--- config.mk ---
export PLATFORM = sky130hd
export DESIGN_NAME = gpio_irq_ctrl
export DESIGN_NICKNAME = d
export VERILOG_FILES = /design/src/rtl/gpio_irq_pkg.sv /design/src/rtl/gpio_sync.sv /design/src/rtl/gpio_trig_detect.sv /design/src/rtl/gpio_regfile.sv /design/src/rtl/gpio_irq_ctrl.sv
export SDC_FILE = /design/constraint.sdc
export NUM_CORES = 1
export LEC_CHECK = 0
export BUFFER_PORTS_ARGS = -buffer_cell sky130_fd_sc_hd__buf_2
export CAP_MARGIN = 10
export CORE_UTILIZATION = 45
export CTS_CLUSTER_DIAMETER = 80
export DETAILED_ROUTE_END_ITERATION = 6
export GPL_TIMING_DRIVEN = 0
export SKIP_LAST_GASP = 1
export SYNTH_ARGS = -nofsm -noshare
export SYNTH_HDL_FRONTEND = slang
export SYNTH_SLANG_ARGS = --single-unit
--- constraint.sdc ---
create_clock -name clk -period 3.3 [get_ports clk]
set_clock_uncertainty 0.15 [all_clocks]
set_input_delay 0.66 -clock clk [delete_from_list [all_inputs] [get_ports clk]]
set_output_delay 0.66 -clock clk [all_outputs]
set_load 0.01 [all_outputs]
--- src/rtl/gpio_irq_pkg.sv ---
package gpio_irq_pkg;
  localparam int BUS_W = 32;

  // word indexes (byte address / 4); software decodes these
  localparam int WI_VAL  = 0;
  localparam int WI_DIR  = 1;
  localparam int WI_IEN  = 2;
  localparam int WI_STAT = 3;
  localparam int WI_PEND = 4;
  localparam int WI_ACK  = 5;
  localparam int WI_EDGE = 6;
  localparam int WI_POL  = 7;
  localparam int WI_VER  = 8;
  localparam int WI_ANY  = 9;
  localparam int WI_LAST = WI_ANY;

  typedef enum logic [1:0] {
    TRIG_LEVEL  = 2'd0,
    TRIG_SINGLE = 2'd1,
    TRIG_ANY    = 2'd2
  } trig_kind_e;

  typedef struct packed {
    logic edge_sel;
    logic pol;
    logic any_edge;
  } pin_trig_t;
endpackage

--- src/rtl/gpio_sync.sv ---
module gpio_sync #(
  parameter int NPINS  = 32,
  parameter int STAGES = 2
) (
  input  logic             clk,
  input  logic             rst,
  input  logic [NPINS-1:0] pin_in,
  output logic [NPINS-1:0] sync_o,
  output logic [NPINS-1:0] prev_o
);
  localparam int DEPTH = STAGES + 1;

  logic [NPINS-1:0] chain [DEPTH];

  genvar s;
  generate
    for (s = 0; s < DEPTH; s++) begin : g_stage
      if (s == 0) begin : g_first
        always_ff @(posedge clk) begin
          if (rst) chain[s] <= '0;
          else     chain[s] <= pin_in;
        end
      end else begin : g_next
        always_ff @(posedge clk) begin
          if (rst) chain[s] <= '0;
          else     chain[s] <= chain[s-1];
        end
      end
    end
  endgenerate

  assign sync_o = chain[STAGES-1];
  assign prev_o = chain[STAGES];
endmodule

--- src/rtl/gpio_trig_detect.sv ---
module gpio_trig_detect
  import gpio_irq_pkg::*;
#(
  parameter int NPINS = 32
) (
  input  logic             clk,
  input  logic             rst,
  input  logic [NPINS-1:0] sync_i,
  input  logic [NPINS-1:0] prev_i,
  input  logic [NPINS-1:0] edge_sel,
  input  logic [NPINS-1:0] pol_sel,
  input  logic [NPINS-1:0] any_sel,
  input  logic [NPINS-1:0] ack_i,
  output logic [NPINS-1:0] status_o
);
  genvar n;
  generate
    for (n = 0; n < NPINS; n++) begin : g_pin
      pin_trig_t  cfg;
      trig_kind_e kind;
      logic       rise, fall, hit, active;

      always_comb begin
        cfg.edge_sel = edge_sel[n];
        cfg.pol      = pol_sel[n];
        cfg.any_edge = any_sel[n];
        if (!cfg.edge_sel)     kind = TRIG_LEVEL;
        else if (cfg.any_edge) kind = TRIG_ANY;
        else                   kind = TRIG_SINGLE;
        rise   = sync_i[n] & ~prev_i[n];
        fall   = ~sync_i[n] & prev_i[n];
        active = cfg.pol ? sync_i[n] : ~sync_i[n];
        case (kind)
          TRIG_ANY:    hit = rise | fall;
          TRIG_SINGLE: hit = cfg.pol ? rise : fall;
          default:     hit = 1'b0;
        endcase
      end

      always_ff @(posedge clk) begin
        if (rst)
          status_o[n] <= 1'b0;
        else if (kind == TRIG_LEVEL)
          status_o[n] <= active;
        else
          status_o[n] <= hit | (status_o[n] & ~ack_i[n]);
      end
    end
  endgenerate
endmodule

--- src/rtl/gpio_regfile.sv ---
module gpio_regfile
  import gpio_irq_pkg::*;
#(
  parameter int NPINS   = 32,
  parameter int ADDR_W  = 8,
  parameter int VERSION = 3
) (
  input  logic              clk,
  input  logic              rst,
  input  logic              bus_wr,
  input  logic              bus_rd,
  input  logic [ADDR_W-1:0] bus_addr,
  input  logic [BUS_W-1:0]  bus_wdata,
  output logic [BUS_W-1:0]  bus_rdata,
  input  logic [NPINS-1:0]  sync_i,
  input  logic [NPINS-1:0]  status_i,
  output logic [NPINS-1:0]  out_q,
  output logic [NPINS-1:0]  dir_q,
  output logic [NPINS-1:0]  ien_q,
  output logic [NPINS-1:0]  edge_q,
  output logic [NPINS-1:0]  pol_q,
  output logic [NPINS-1:0]  any_q,
  output logic [NPINS-1:0]  ack_o
);
  localparam int IDX_W    = ADDR_W - 2;
  localparam bit HAS_ANY  = (VERSION > 2);

  logic [IDX_W-1:0] idx;
  logic [NPINS-1:0] wbits;
  logic [BUS_W-1:0] rd_next;

  assign idx   = bus_addr[ADDR_W-1:2];
  assign wbits = bus_wdata[NPINS-1:0];

  function automatic logic [BUS_W-1:0] widen(input logic [NPINS-1:0] v);
    logic [BUS_W-1:0] r;
    r = '0;
    r[NPINS-1:0] = v;
    return r;
  endfunction

  function automatic logic hit_word(input logic [IDX_W-1:0] i, input int w);
    return int'(i) == w;
  endfunction

  always_ff @(posedge clk) begin
    if (rst) begin
      out_q  <= '0;
      dir_q  <= '1;
      ien_q  <= '0;
      edge_q <= '0;
      pol_q  <= '0;
    end else if (bus_wr) begin
      if (hit_word(idx, WI_VAL))  out_q  <= wbits;
      if (hit_word(idx, WI_DIR))  dir_q  <= wbits;
      if (hit_word(idx, WI_IEN))  ien_q  <= wbits;
      if (hit_word(idx, WI_EDGE)) edge_q <= wbits;
      if (hit_word(idx, WI_POL))  pol_q  <= wbits;
    end
  end

  generate
    if (HAS_ANY) begin : g_any
      always_ff @(posedge clk) begin
        if (rst)
          any_q <= '0;
        else if (bus_wr && hit_word(idx, WI_ANY))
          any_q <= wbits;
      end
    end else begin : g_no_any
      assign any_q = '0;
    end
  endgenerate

  assign ack_o = (bus_wr && hit_word(idx, WI_ACK)) ? wbits : '0;

  always_comb begin
    rd_next = '0;
    case (int'(idx))
      WI_VAL:  rd_next = widen((dir_q & sync_i) | (~dir_q & out_q));
      WI_DIR:  rd_next = widen(dir_q);
      WI_IEN:  rd_next = widen(ien_q);
      WI_STAT: rd_next = widen(status_i);
      WI_PEND: rd_next = widen(status_i & ien_q);
      WI_EDGE: rd_next = widen(edge_q);
      WI_POL:  rd_next = widen(pol_q);
      WI_VER:  rd_next = BUS_W'(VERSION);
      WI_ANY:  rd_next = widen(any_q);
      default: rd_next = '0;
    endcase
  end

  always_ff @(posedge clk) begin
    if (rst)         bus_rdata <= '0;
    else if (bus_rd) bus_rdata <= rd_next;
  end
endmodule

--- src/rtl/gpio_irq_ctrl.sv ---
module gpio_irq_ctrl
  import gpio_irq_pkg::*;
#(
  parameter int NPINS   = 32,
  parameter int ADDR_W  = 8,
  parameter int VERSION = 3,
  parameter int SYNC_ST = 2
) (
  input  logic              clk,
  input  logic              rst,
  input  logic              bus_wr,
  input  logic              bus_rd,
  input  logic [ADDR_W-1:0] bus_addr,
  input  logic [31:0]       bus_wdata,
  output logic [31:0]       bus_rdata,
  input  logic [NPINS-1:0]  pin_in,
  output logic [NPINS-1:0]  pin_out,
  output logic [NPINS-1:0]  pin_oe,
  output logic              irq
);
  logic [NPINS-1:0] sync_w, prev_w, status_w;
  logic [NPINS-1:0] out_w, dir_w, ien_w, edge_w, pol_w, any_w, ack_w;

  gpio_sync #(.NPINS(NPINS), .STAGES(SYNC_ST)) u_sync (
    .clk(clk), .rst(rst), .pin_in(pin_in), .sync_o(sync_w), .prev_o(prev_w)
  );

  gpio_regfile #(.NPINS(NPINS), .ADDR_W(ADDR_W), .VERSION(VERSION)) u_regs (
    .clk(clk), .rst(rst), .bus_wr(bus_wr), .bus_rd(bus_rd),
    .bus_addr(bus_addr), .bus_wdata(bus_wdata), .bus_rdata(bus_rdata),
    .sync_i(sync_w), .status_i(status_w),
    .out_q(out_w), .dir_q(dir_w), .ien_q(ien_w), .edge_q(edge_w),
    .pol_q(pol_w), .any_q(any_w), .ack_o(ack_w)
  );

  gpio_trig_detect #(.NPINS(NPINS)) u_det (
    .clk(clk), .rst(rst), .sync_i(sync_w), .prev_i(prev_w),
    .edge_sel(edge_w), .pol_sel(pol_w), .any_sel(any_w),
    .ack_i(ack_w), .status_o(status_w)
  );

  always_ff @(posedge clk) begin
    if (rst) irq <= 1'b0;
    else     irq <= |(status_w & ien_w);
  end

  assign pin_out = out_w;
  assign pin_oe  = ~dir_w;
endmodule

Word-level counts from Yosys, hierarchy flattened
Memories as Yosys holds them, arrays and structs flattened.
Index checks and enable logic that the tools add are counted.
{ "totals": {"n_memories": 1, "word_cells": 625, "mem_bits_rw": 96, "inputBits": 76, "reg_bits": 257, "out_inout_bits": 97} }
{ "memory_table": {"columns": ["name", "words", "word_bits", "rd", "rd_ports_with_merged_regs", "write_ports", "line_no", "source"], "rows": [
  ["u_sync.chain", 3, 32, 3, 0, 3, "gpio_sync.sv:13", "logic [NPINS-1:0] chain [DEPTH];"]
]} }
{ "classes": {"reduce_logical": 42, "bitwise_logic": 264, "n_eq_ne": 78, "n_mux": 200} }
{ "ops": {"columns": ["cell", "count"], "rows": [
  ["$pmux 32 s9", 1],
  ["$mux 2", 64],
  ["$mux 32", 4],
  ["$mux 1", 99],
  ["$and 1x1->1", 96],
  ["$and 32x32->32", 3],
  ["$not 1->1", 96],
  ["$or 1x1->1", 67],
  ["$eq 2x1->1 const B", 32],
  ["$eq 2x2->1 const B", 32],
  ["$logic_not 2->1", 32],
  ["$pmux 1 s2", 32],
  ["$not 32->32", 1],
  ["$or 32x32->32", 1],
  ["$reduce_or 32->1", 1],
  ["$eq 6x4->1 const B", 5],
  ["$eq 6x3->1 const B", 4],
  ["$eq 6x2->1 const B", 3],
  ["$logic_not 6->1", 2],
  ["$reduce_and 2->1", 5],
  ["$eq 6x1->1 const B", 1],
  ["$eq 6x5->1 const B", 1],
  ["$logic_and 1x1->1", 2]
]} }

Depth between registers and ports, before layout
{ "logic_depth": {"depth_word": 7, "mapped_depth": 9, "depth_no_buf": 5} }

Cells and area by module
A second synthesis with hierarchy kept.
{ "hier_totals": {"cells_unflattened": 1984, "area_unflattened_um2": 16998.8} }
{ "by_module_without_submodules": {"columns": ["mod", "cells_each", "area_per_inst_um2", "instances"], "rows": [
  ["gpio_regfile", 1340, 10595.2, 1],
  ["gpio_trig_detect", 387, 3498.4, 1],
  ["gpio_sync", 202, 2600.0, 1],
  ["gpio_irq_ctrl", 55, 305.3, 1]
]} }

Worst setup path after synthesis
OpenSTA, ideal clock, no wires.
{ "synth_timing": {"kind": "in2reg", "from": "in bus_addr[4]", "to": "reg u_regs.bus_rdata[18]", "arrival_ns": 2.250, "stages": 8, "required_ns": 3.059, "setup_slack_ns": 0.809, "setup_time_ns": 0.091, "path_cell_list": "buf_6 > or4_1 > buf_6 > nor3_4 > buf_6 > buf_8 > a32oi_1 > a311oi_1"} }
{ "synth_via": {"elab_chain_len": 2, "elab_cells_between_ends": 10, "cone_classes": "8 x eq/ne; 1 x mux; 1 x reduce/logical"} }
{ "synth_lines": {"columns": ["element", "line_no", "source"], "rows": [
  ["from (decl)", "gpio_irq_ctrl.sv:13", "input logic [ADDR_W-1:0] bus_addr,"],
  ["$eq 6x4->1, or another cell as far along", "gpio_regfile.sv:79", "case (int'(idx))"],
  ["$pmux 32 s9 *", "gpio_regfile.sv:79", null],
  ["to (signal assigned)", "gpio_regfile.sv:95", "else if (bus_rd) bus_rdata <= rd_next;"],
  ["to (decl)", "gpio_regfile.sv:14", "output logic [BUS_W-1:0] bus_rdata,"]
]} }
Every way passes the cells marked *; elsewhere a longest branch is shown, timed or not.
A chain may end at the register's enable or synchronous reset.

Final worst setup path
{ "layout_timing": {"from": "in bus_addr[2]", "to": "reg u_regs.bus_rdata[7]"} }
Same word-level chain as after synthesis.

==> flow_summary.json <==
{
  "status": "finished, final reports clean",
  "synthArstFlopShare": 0,
  "cts_max_path_buffers": 3,
  "synth_most_common_cell": "nand2_1",
  "portBuffers": 168,
  "critPathBufInv": 3,
  "cp-end-kind": "register",
  "ios": 173,
  "mappedNetlistArea_um2": 15900,
  "worstPathRequired_ns": 3.58,
  "top_usage_layer": "met2",
  "p_total_mw": 9.31,
  "hp-class": "in -> reg",
  "antenna_found_initial": 1,
  "slew-limit-headroom": 0.134,
  "fp-row-count": 68,
  "met2_usage": 0.551,
  "syn_area_per_cell_um2": 8.23,
  "syn_nets": 2072,
  "critPathMaxStageDelay_ns": 0.87,
  "finalWirelength_um": 64900,
  "max-vdd-ir-drop_mv": 0.355,
  "syn_inst": 1932,
  "min_period_over_period": 0.996,
  "ys_ff_latch": 353,
  "slew_violations": 0,
  "ctsRootBufferMaster": "clkbuf_16",
  "p_per_area_nw_per_um2": 502,
  "cts_sinks": 353,
  "nFillCells": 3305,
  "synth_flop_cell": "dfxtp_1",
  "final_cell_area_um2": 18500,
  "regToRegSetupSlack_ns": 1.18,
  "nets": 2282,
  "leakage_nw": 7.31,
  "setup_viol": 0,
  "fmax_mhz": 304,
  "routabilityCongestion": 0.974,
  "place_inst": 2555,
  "crit_fanout": 10,
  "post-route-util": 0.536,
  "crit_chain": "buf_2 -> buf_2 -> nor2b_1 -> o22a_1 -> nor4_2 -> clkbuf_1 -> nor2_1 -> a311oi_1",
  "place_hpwl_um": 44100,
  "cts_hold_buf": 0,
  "clock_latency_ns": 0.54,
  "die_x_um": 190,
  "layout-drive-gt1-share": 0.142,
  "synth_top_area_frac": 0.444,
  "numCtsBuffers": 40,
  "grt-ovfl-total": 0,
  "vias_per_cell": 5.91,
  "hold_viol_final": 0,
  "ys_seq_area_frac": 0.444,
  "vias": 15500,
  "critPathSlowestCell": "clkbuf_1",
  "dieArea_um2": 36100,
  "initial_utilization": 0.459,
  "grt_use_total": 0.354,
  "dpl_cell_area_um2": 17300,
  "synth_edf_count": 0,
  "rsz0062_at_grt": "no",
  "clk_pin_slew_ns": 0.06,
  "grtUsageMet3": 0.0778,
  "fin_crit_ns": 3.29,
  "cts_resized": 0,
  "grt_pass1_vias": 14500,
  "cp-start-kind": "input port",
  "synthDistinctLibCells": 53,
  "wl_per_cell_um": 24.7,
  "antenna_left": 0,
  "crit_path_frequent_cell": "buf_2",
  "synth.area.top_cells": "dfxtp_1, nand2_1, a21oi_1",
  "synth_commonest_cells": "nand2_1, dfxtp_1, a21oi_1",
  "arrival_ns": 3.57,
  "tightest_slew_ns": 1.30,
  "critical_path_class": "in -> reg",
  "grt_pass1_wl_um": 93600,
  "grt_max_degree": 13,
  "grtUsageMet1": 0.468,
  "cts_tree": "done",
  "area_delta_synth_final_pct": 16.6,
  "die_h_um": 190,
  "coreArea_um2": 34600,
  "drv_cap": 0,
  "yosysTopAreaCell": "dfxtp_1",
  "htree_levels": 2,
  "dr.pass1.iters": 5,
  "crit_family": "simple AND/OR/NAND/NOR gates",
  "yosysWarnings": 0,
  "post-cts-setup-buffers": 0,
  "drc": 0,
  "drt_iter0_markers": 1844,
  "final_cells": 2626
}
==> worst reg2reg max path, cell delays in order, from the launching register on <==
cell and delay [ns]:
dfxtp_1 0.36, a22o_1 0.32, a221oi_1 0.54, nand4_1 0.22, nor3_1 0.23, nor2_1 0.10
==> sequential cells by signal (all words and copies together) (netlist names) <==
register	count
u_regs.any_q	32
u_regs.dir_q	32
u_sync.chain	96
u_det.status_o	32
u_regs.edge_q	32
u_regs.out_q	32
irq	1
u_regs.pol_q	32
u_regs.bus_rdata	32
u_regs.ien_q	32
==> cell type report <==
class / count / area (um^2) / area share
clock inverter: 12 / 85.1 / 0.00459
buffer: 122 / 549 / 0.0296
multi-input combinational: 1359 / 7920 / 0.427
sequential: 353 / 7070 / 0.381
inverter: 98 / 368 / 0.0198
antenna: 1 / 2.50 / 0.000135
clock buffer: 58 / 1140 / 0.0615
tap: 455 / 569 / 0.0307
timing repair buffer: 168 / 841 / 0.0453
==> layer usage <==
metal | up-vias | routed length, um | part of all wire
li1 | 6995 | - | -
met1 | 7437 | 26400 | 0.41
met2 | 915 | 28600 | 0.44
met3 | 178 | 7090 | 0.11
met4 | 2 | 2800 | 0.043
met5 | - | 13 | 0.00020
==> stage by stage <==
step                hold WS [ns]  TNS, ns  setup slack (ns)
floorplan                  0.264        0             0.809
global placement           0.266   -10.69            -0.315
detailed placement         0.270    -9.90            -0.271
CTS                        0.180        0             0.260
global route               0.183        0            0.0631
finish                     0.178        0            0.0143
==> cells by family after synthesis <==
kind of cell,Yosys count,synth area share
AND/OR/NAND/NOR,747,0.203
AO/OA/AOI/OAI,468,0.194
flip-flops,353,0.444
buffers and inverters,220,0.0577
adder cells (fa/ha/maj),64,0.0503
multiplexers,48,0.0330
XOR/XNOR,32,0.0176
==> layout by cell type, fill, tap and decap left out, types with 24 or more instances in the layout <==
master     synthesis  final
a311oi_1          63     63
clkbuf_1          74     86
o21ai_0           68     68
a21o_1            24     24
clkbuf_16          0     41
inv_1             98     98
mux2_2            35     35
nor2_1           156    156
nand2_1          447    447
a211o_1           32     32
a21oi_1          185    185
dfxtp_1          353    353
ha_1              64     64
nor2b_1           92     92
xnor2_1           32     32
buf_2             31    199
==> worst paths after layout <==
path | startpoint | end | cells past startpoint
max reg2reg | u_det.status_o[2] | irq | 5
min reg2reg | u_sync.chain[0][12] | u_sync.chain[1][12] | 1
min | pin_in[31] | u_sync.chain[0][31] | 2
max | bus_addr[2] | u_regs.bus_rdata[7] | 8
==> power breakdown <==
group / leakage [nW] / internal [mW] / total [mW] / switching, mW
registers: 2.87 / 4.35 / 4.43 / 0.0841
logic: 3.82 / 0.173 / 0.580 / 0.406
clock network: 0.613 / 2.47 / 4.29 / 1.82
total: 7.31 / 6.99 / 9.31 / 2.31
No activity file was read; power rests on OpenSTA's default activity.
